[config.mk]
export PLATFORM = sky130hd
export DESIGN_NAME = nbt_sram
export DESIGN_NICKNAME = d
export VERILOG_FILES = /design/src/rtl/nbt_pkg.sv /design/src/rtl/nbt_cmd_seq.sv /design/src/rtl/nbt_store.sv /design/src/rtl/nbt_rd_path.sv /design/src/rtl/nbt_sram.sv
export SDC_FILE = /design/constraint.sdc
export NUM_CORES = 2
export LEC_CHECK = 0
export CAP_MARGIN = 0
export CORE_ASPECT_RATIO = 1.5
export CORE_MARGIN = 8
export CORE_UTILIZATION = 25
export CTS_CLUSTER_SIZE = 20
export DETAILED_ROUTE_END_ITERATION = 8
export HOLD_SLACK_MARGIN = 0.02
export PLACE_DENSITY = 0.45
export SLEW_MARGIN = 10
export SYNTH_ARGS = -nofsm -noshare
export SYNTH_HDL_FRONTEND = slang
export SYNTH_SLANG_ARGS = --single-unit
[constraint.sdc]
create_clock -name clk -period 3.4 [get_ports clk]
set_clock_uncertainty 0.05 [all_clocks]
set_input_delay 1.02 -clock clk [delete_from_list [all_inputs] [get_ports clk]]
set_output_delay 1.02 -clock clk [all_outputs]
set_load 0.1 [all_outputs]
[src/rtl/nbt_pkg.sv]
package nbt_pkg;
    localparam int BYTE_W  = 9;
    localparam int NBYTES  = 4;
    localparam int ADDR_W  = 6;
    localparam int BURST_W = 2;
    localparam int DATA_W  = BYTE_W * NBYTES;
    localparam int DEPTH   = 1 << ADDR_W;

    typedef logic [ADDR_W-1:0] addr_t;
    typedef logic [DATA_W-1:0] word_t;
    typedef logic [NBYTES-1:0] ben_t;

    typedef enum logic {
        ORD_LINEAR     = 1'b0,
        ORD_INTERLEAVE = 1'b1
    } order_e;

    // One captured access as it moves toward its late data
    typedef struct packed {
        logic  vld;
        logic  wr;
        addr_t addr;
        ben_t  be;
    } cmd_t;

    function automatic logic [BURST_W-1:0] beat_offset(
        input logic [BURST_W-1:0] start,
        input logic [BURST_W-1:0] beat,
        input order_e             ord
    );
        return (ord == ORD_INTERLEAVE) ? (start ^ beat) : (start + beat);
    endfunction

    function automatic word_t merge_bytes(
        input word_t old_w,
        input word_t new_w,
        input ben_t  be
    );
        word_t r;
        r = old_w;
        for (int i = 0; i < NBYTES; i++) begin
            if (be[i]) r[i*BYTE_W +: BYTE_W] = new_w[i*BYTE_W +: BYTE_W];
        end
        return r;
    endfunction
endpackage

[src/rtl/nbt_cmd_seq.sv]
module nbt_cmd_seq
    import nbt_pkg::*;
(
    input  logic   clk,
    input  logic   rst,
    input  addr_t  ext_addr,
    input  logic   adv,
    input  logic   we,
    input  logic   selected,
    input  logic   sleep,
    input  order_e ord,
    input  ben_t   be,
    output cmd_t   c1,
    output cmd_t   c2
);
    addr_t              base_q;
    logic [BURST_W-1:0] beat_q;
    logic               wr_q;
    logic               act_q;

    logic               load;
    logic               cont;
    logic [BURST_W-1:0] beat_nx;
    cmd_t               c1_nx;

    always_comb begin
        load    = !adv && selected && !sleep;
        cont    = adv && act_q && !sleep;
        beat_nx = beat_q + 1'b1;
        c1_nx    = '0;
        c1_nx.be = be;
        if (load) begin
            c1_nx.vld  = 1'b1;
            c1_nx.wr   = we;
            c1_nx.addr = ext_addr;
        end else if (cont) begin
            c1_nx.vld  = 1'b1;
            c1_nx.wr   = wr_q;
            c1_nx.addr = {base_q[ADDR_W-1:BURST_W],
                          beat_offset(base_q[BURST_W-1:0], beat_nx, ord)};
        end
    end

    always_ff @(posedge clk) begin
        if (rst) begin
            base_q <= '0;
            beat_q <= '0;
            wr_q   <= 1'b0;
            act_q  <= 1'b0;
            c1     <= '0;
            c2     <= '0;
        end else begin
            c1 <= c1_nx;
            c2 <= c1;
            if (load) begin
                base_q <= ext_addr;
                beat_q <= '0;
                wr_q   <= we;
                act_q  <= 1'b1;
            end else if (cont) begin
                beat_q <= beat_nx;
            end else begin
                act_q  <= 1'b0;
            end
        end
    end
endmodule

[src/rtl/nbt_store.sv]
module nbt_store
    import nbt_pkg::*;
(
    input  logic  clk,
    input  logic  wr_en,
    input  addr_t waddr,
    input  word_t wdata,
    input  ben_t  be,
    input  addr_t raddr,
    output word_t rdata
);
    word_t mem [DEPTH];

    always_ff @(posedge clk) begin
        if (wr_en) mem[waddr] <= merge_bytes(mem[waddr], wdata, be);
    end

    assign rdata = mem[raddr];
endmodule

[src/rtl/nbt_rd_path.sv]
module nbt_rd_path
    import nbt_pkg::*;
(
    input  logic  clk,
    input  logic  rst,
    input  logic  pipe,
    input  logic  rd_now,
    input  logic  hit,
    input  ben_t  hit_be,
    input  word_t arr_rd,
    input  word_t din,
    input  logic  oe_n,
    input  logic  sleep,
    output word_t dout,
    output logic  dout_en
);
    word_t fwd_word;
    word_t q_dat;
    logic  q_vld;
    logic  data_vld;

    // per-byte bypass of the write whose data lands on this edge
    for (genvar b = 0; b < NBYTES; b++) begin : g_fwd
        assign fwd_word[b*BYTE_W +: BYTE_W] = (hit && hit_be[b]) ?
            din[b*BYTE_W +: BYTE_W] : arr_rd[b*BYTE_W +: BYTE_W];
    end

    always_ff @(posedge clk) begin
        if (rst) begin
            q_vld <= 1'b0;
            q_dat <= '0;
        end else begin
            q_vld <= rd_now;
            q_dat <= fwd_word;
        end
    end

    assign data_vld = pipe ? q_vld : rd_now;
    assign dout     = pipe ? q_dat : arr_rd;
    assign dout_en  = data_vld && !oe_n && !sleep;
endmodule

[src/rtl/nbt_sram.sv]
module nbt_sram
    import nbt_pkg::*;
(
    input  logic              clk,
    input  logic              rst,
    input  logic              pipe_mode,
    input  logic              burst_ilv,
    input  logic [ADDR_W-1:0] addr,
    input  logic              adv,
    input  logic              we,
    input  logic [NBYTES-1:0] bw_n,
    input  logic              ce1_n,
    input  logic              ce2,
    input  logic              ce3_n,
    input  logic              oe_n,
    input  logic              sleep,
    input  logic [DATA_W-1:0] din,
    output logic [DATA_W-1:0] dout,
    output logic              dout_en
);
    cmd_t  c1;
    cmd_t  c2;
    cmd_t  wcmd;
    word_t arr_rd;
    logic  selected;
    logic  fwd_hit;

    assign selected = !ce1_n && ce2 && !ce3_n;

    nbt_cmd_seq u_seq (
        .clk      (clk),
        .rst      (rst),
        .ext_addr (addr),
        .adv      (adv),
        .we       (we),
        .selected (selected),
        .sleep    (sleep),
        .ord      (order_e'(burst_ilv)),
        .be       (~bw_n),
        .c1       (c1),
        .c2       (c2)
    );

    // single late write uses stage 1, double late write uses stage 2
    assign wcmd    = pipe_mode ? c2 : c1;
    assign fwd_hit = pipe_mode && c2.vld && c2.wr && (c2.addr == c1.addr);

    nbt_store u_store (
        .clk   (clk),
        .wr_en (wcmd.vld && wcmd.wr),
        .waddr (wcmd.addr),
        .wdata (din),
        .be    (wcmd.be),
        .raddr (c1.addr),
        .rdata (arr_rd)
    );

    nbt_rd_path u_rd (
        .clk     (clk),
        .rst     (rst),
        .pipe    (pipe_mode),
        .rd_now  (c1.vld && !c1.wr),
        .hit     (fwd_hit),
        .hit_be  (c2.be),
        .arr_rd  (arr_rd),
        .din     (din),
        .oe_n    (oe_n),
        .sleep   (sleep),
        .dout    (dout),
        .dout_en (dout_en)
    );
endmodule

==> impl_metrics.toml <==
[synth]
yosys_warnings = 0
synth_area_mm2 = 0.0927
yosys.cell_count.top_type = "edfxtp_1"
yosys-top-cells-count = "edfxtp_1, mux2i_1, nor2_1"
syn_inst = 5104
synth_flop_cell = "edfxtp_1"
syn-num-nets = 5162
yosys.area.top_type_share_pct = 74.6
yosys.area.top_type = "edfxtp_1"
ys_seq_area_share_pct = 76.2
synth_cell_types = 56
netlist_top_cells_area = "edfxtp_1, mux2i_1, mux4_2"
synth-edff-count = 2304
synth.avg_cell_area_um2 = 18.2
async_reset_ff_share_pct = 0
ys_ff_latch = 2375

[global_route]
grt_pass1_wl_mm = 420
overflow = 0
antenna_found_initial = 20
groute.layer.met3.usage_pct = 1.71
grt_use_met1_pct = 17.4
grt_util_met2_pct = 28.4
top_usage_layer = "met2"
grt_pass1_vias = 53500
grt_max_degree = 66
grt_usage_pct = 14.9

[worst_hold_path]
hp-class = "reg2reg"

[layout]
register_area_mm2 = 0.0706
num-nets-final = 6217
drive_gt1_share_pct = 32.8
area_delta_synth_final_pct = 28.1
multi_input_area_mm2 = 0.0231
num-fill-cells = 35900

[setup_path]
critPathMaxStageDelay_ns = 0.55
reg2reg_depth = 17
cp-startpoint = "u_store.raddr[0]"
path_cells = "buf_12 -> buf_16 -> mux4_2 -> mux4_2 -> nand2_1 -> nand4_1 -> o2111ai_2 -> buf_6 -> o21ai_4 -> buf_12"
arrival_ns = 3.61
cp_top_family = "multiplexers"
rrSetupSlack_ns = 0.14
crit_path_end_kind = "output port"
reg2reg_to = "u_rd.q_dat[34]"
cp_slowest_cell = "mux4_2"
timing.rr.start = "u_store.raddr[0]"
cp_data_required_time_ns = 2.33
cp_num_buf_inv = 4
crit_fanout = 8
startpoint_type = "register"
crit_cells = 10
endpoint = "dout[9]"
path_class = "reg2out"

[route]
wirelength_mm = 303
first_pass_iters = 5
vias_per_cell = 4.58
ant_nets = 0
drt_iter0_drc = 4020
drc = 0
routedWlPerCell_um = 27.1
vias = 51300

[cts]
clock_latency_ns = 0.90
cts_root_buf = "clkbuf_16"
cts.path.max_buffers = 4
cts_buffers = 227
clock_sinks = 2375
cts_tree = "done"
cts_htree_levels = 4
clk_pin_slew_ns = 0.06

[timing]
finalSetupViolCount = 36
max_freq_mhz = 214
tightestPinTransition_ns = 1.08
relSlewSlack_pct = 27.6
fin_ws_ns = -1.28
period_needed_ns = 4.68
rsz0062_at_grt = "yes"
tns_ns = -40.90
fin_crit_sh_pct = 138
final_hold_viol_count = 0
maxSlewViolCount = 0

[pwr]
p_leak_uw = 0.0367
irDropWorstVdd_v = 0.000416
p_total_uw = 58300
powerDensity_mw_per_mm2 = 491

[floorplanning]
io_pins = 94
die_h_um = 762
design.die.area_mm2 = 0.391
rows = 274
initial_core_util_pct = 25.0
die_x_um = 513
core_mm2 = 0.370

[placed_design]
place.gp.congestion = 0.799
port_buffers = 93
dp_hpwl_mm = 208

[job]
cap_viol_max_count = 0

[status]
status = "complete, but fails checks"
violations = "setup timing"
power by group:
part / switching, uW / internal [uW] / total (uW)
Clock: 11200 / 13700 / 24900
Sequential: 11.5 / 32100 / 32100
Combinational: 981 / 381 / 1360
cells by family after synthesis:
group / synth area share (%)
muxes: 14.3
xor gates and xnor gates: 0.104
AOI/OAI and AO/OA: 3.71
and+or+nand+nor: 4.16
adders and majority gates: 0.0135
buffers and inverters: 1.55
DFF: 76.2
worst reg2reg max path, cell delays in order, from the launching register on:
cell     delay, ns
dfxtp_4       0.41
buf_12        0.19
buf_16        0.18
buf_8         0.13
mux4_2        0.54
mux4_2        0.49
mux2i_2       0.19
buf_4         0.14
buf_4         0.09
buf_4         0.08
buf_4         0.09
buf_4         0.09
buf_4         0.09
buf_4         0.09
buf_4         0.09
buf_4         0.09
buf_4         0.09
o21ai_2       0.05
sequential cells by signal, summed over array words and instances (netlist names):
register       cells
u_rd.q_dat        36
u_rd.q_vld         1
u_seq.act_q        1
u_seq.base_q       6
u_seq.beat_q       2
u_seq.c1           6
u_seq.c2          12
u_seq.wr_q         1
u_store.mem     2304
u_store.raddr      6
per-layer routing:
metal / share of wire, % / up-vias
li1: - / 22600
met1: 39 / 27200
met2: 54 / 1106
met3: 3.5 / 429
met4: 3.7 / 6
met5: 0.014 / -
cells in the final DEF (no fill, tap or decap), drive strengths merged, types with 4 or more instances in the layout:
cell type and instances:
mux2 46, a221oi 8, mux4 243, nor3 37, bufinv 15, clkinv 101
dfxtp 71, nor2b 22, a21o 4, and2 5, a21oi 45, o211ai 4
nand3 119, nand4 53, o221ai 6, nand2 234, clkinvlp 6, inv 16
diode 7, buf 1088, xnor2 9, clkbuf 293, o22ai 110, nand4b 6
nor4 15, a22oi 193, a211oi 13, mux2i 728, clkdlybuf4s50 18, nand2b 9
a21boi 7, o21ai 131, edfxtp 2304, nor2 356
worst min-delay path by stage:
stage / startpoint / end / slack, ns / cells past startpoint
global route: u_seq.c1[3] / u_seq.c2[3] / 0.42 / 1
finish: u_seq.c1[1] / u_seq.c2[1] / 0.41 / 1
floorplan: u_seq.c1[0] / u_seq.c2[0] / 0.39 / 1
detailed placement: u_seq.c1[1] / u_seq.c2[1] / 0.41 / 1
global placement: u_seq.base_q[0] / u_seq.base_q[0] / 0.40 / 2
CTS: u_seq.c1[1] / u_seq.c2[1] / 0.41 / 1
area by class of cell:
type,count,share of cell area [%]
sequential,2375,59.5
multi-input combinational,2433,19.5
timing repair buffer,1116,9.95
tap,4830,5.09
clock buffer,285,5.08
clock inverter,132,0.913
inverter,6,0.0190
antenna,7,0.0148
repair_timing:
| action | CTS | global route |
|---|---|---|
| endpoints found under the setup margin | 37 | 38 |
| resized for setup | 383 | 189 |
| gates cloned | 22 | 6 |
| pin swaps | 104 | 112 |
| hold buffers | 0 | 0 |
| setup buffers | 96 | 60 |
| endpoints found under the hold margin | 0 | 0 |
per-stage QoR:
stage / util, % / hold slack (ns) / cell area [um^2] / worst slack [ns] / instances
final: 32.1 / 0.411 / 119000 / -1.28 / 11200
after global routing: 32.1 / 0.423 / 119000 / -1.38 / 11200
after CTS: 31.7 / 0.413 / 117000 / -1.32 / 11100
after detailed placement: 28.9 / 0.407 / 107000 / -1.02 / 10600
after global placement: 28.9 / 0.402 / 107000 / -0.928 / 10600
after floorplan: - / 0.387 / 93400 / -0.0619 / 5104
No activity file was read; power rests on OpenSTA's default activity.
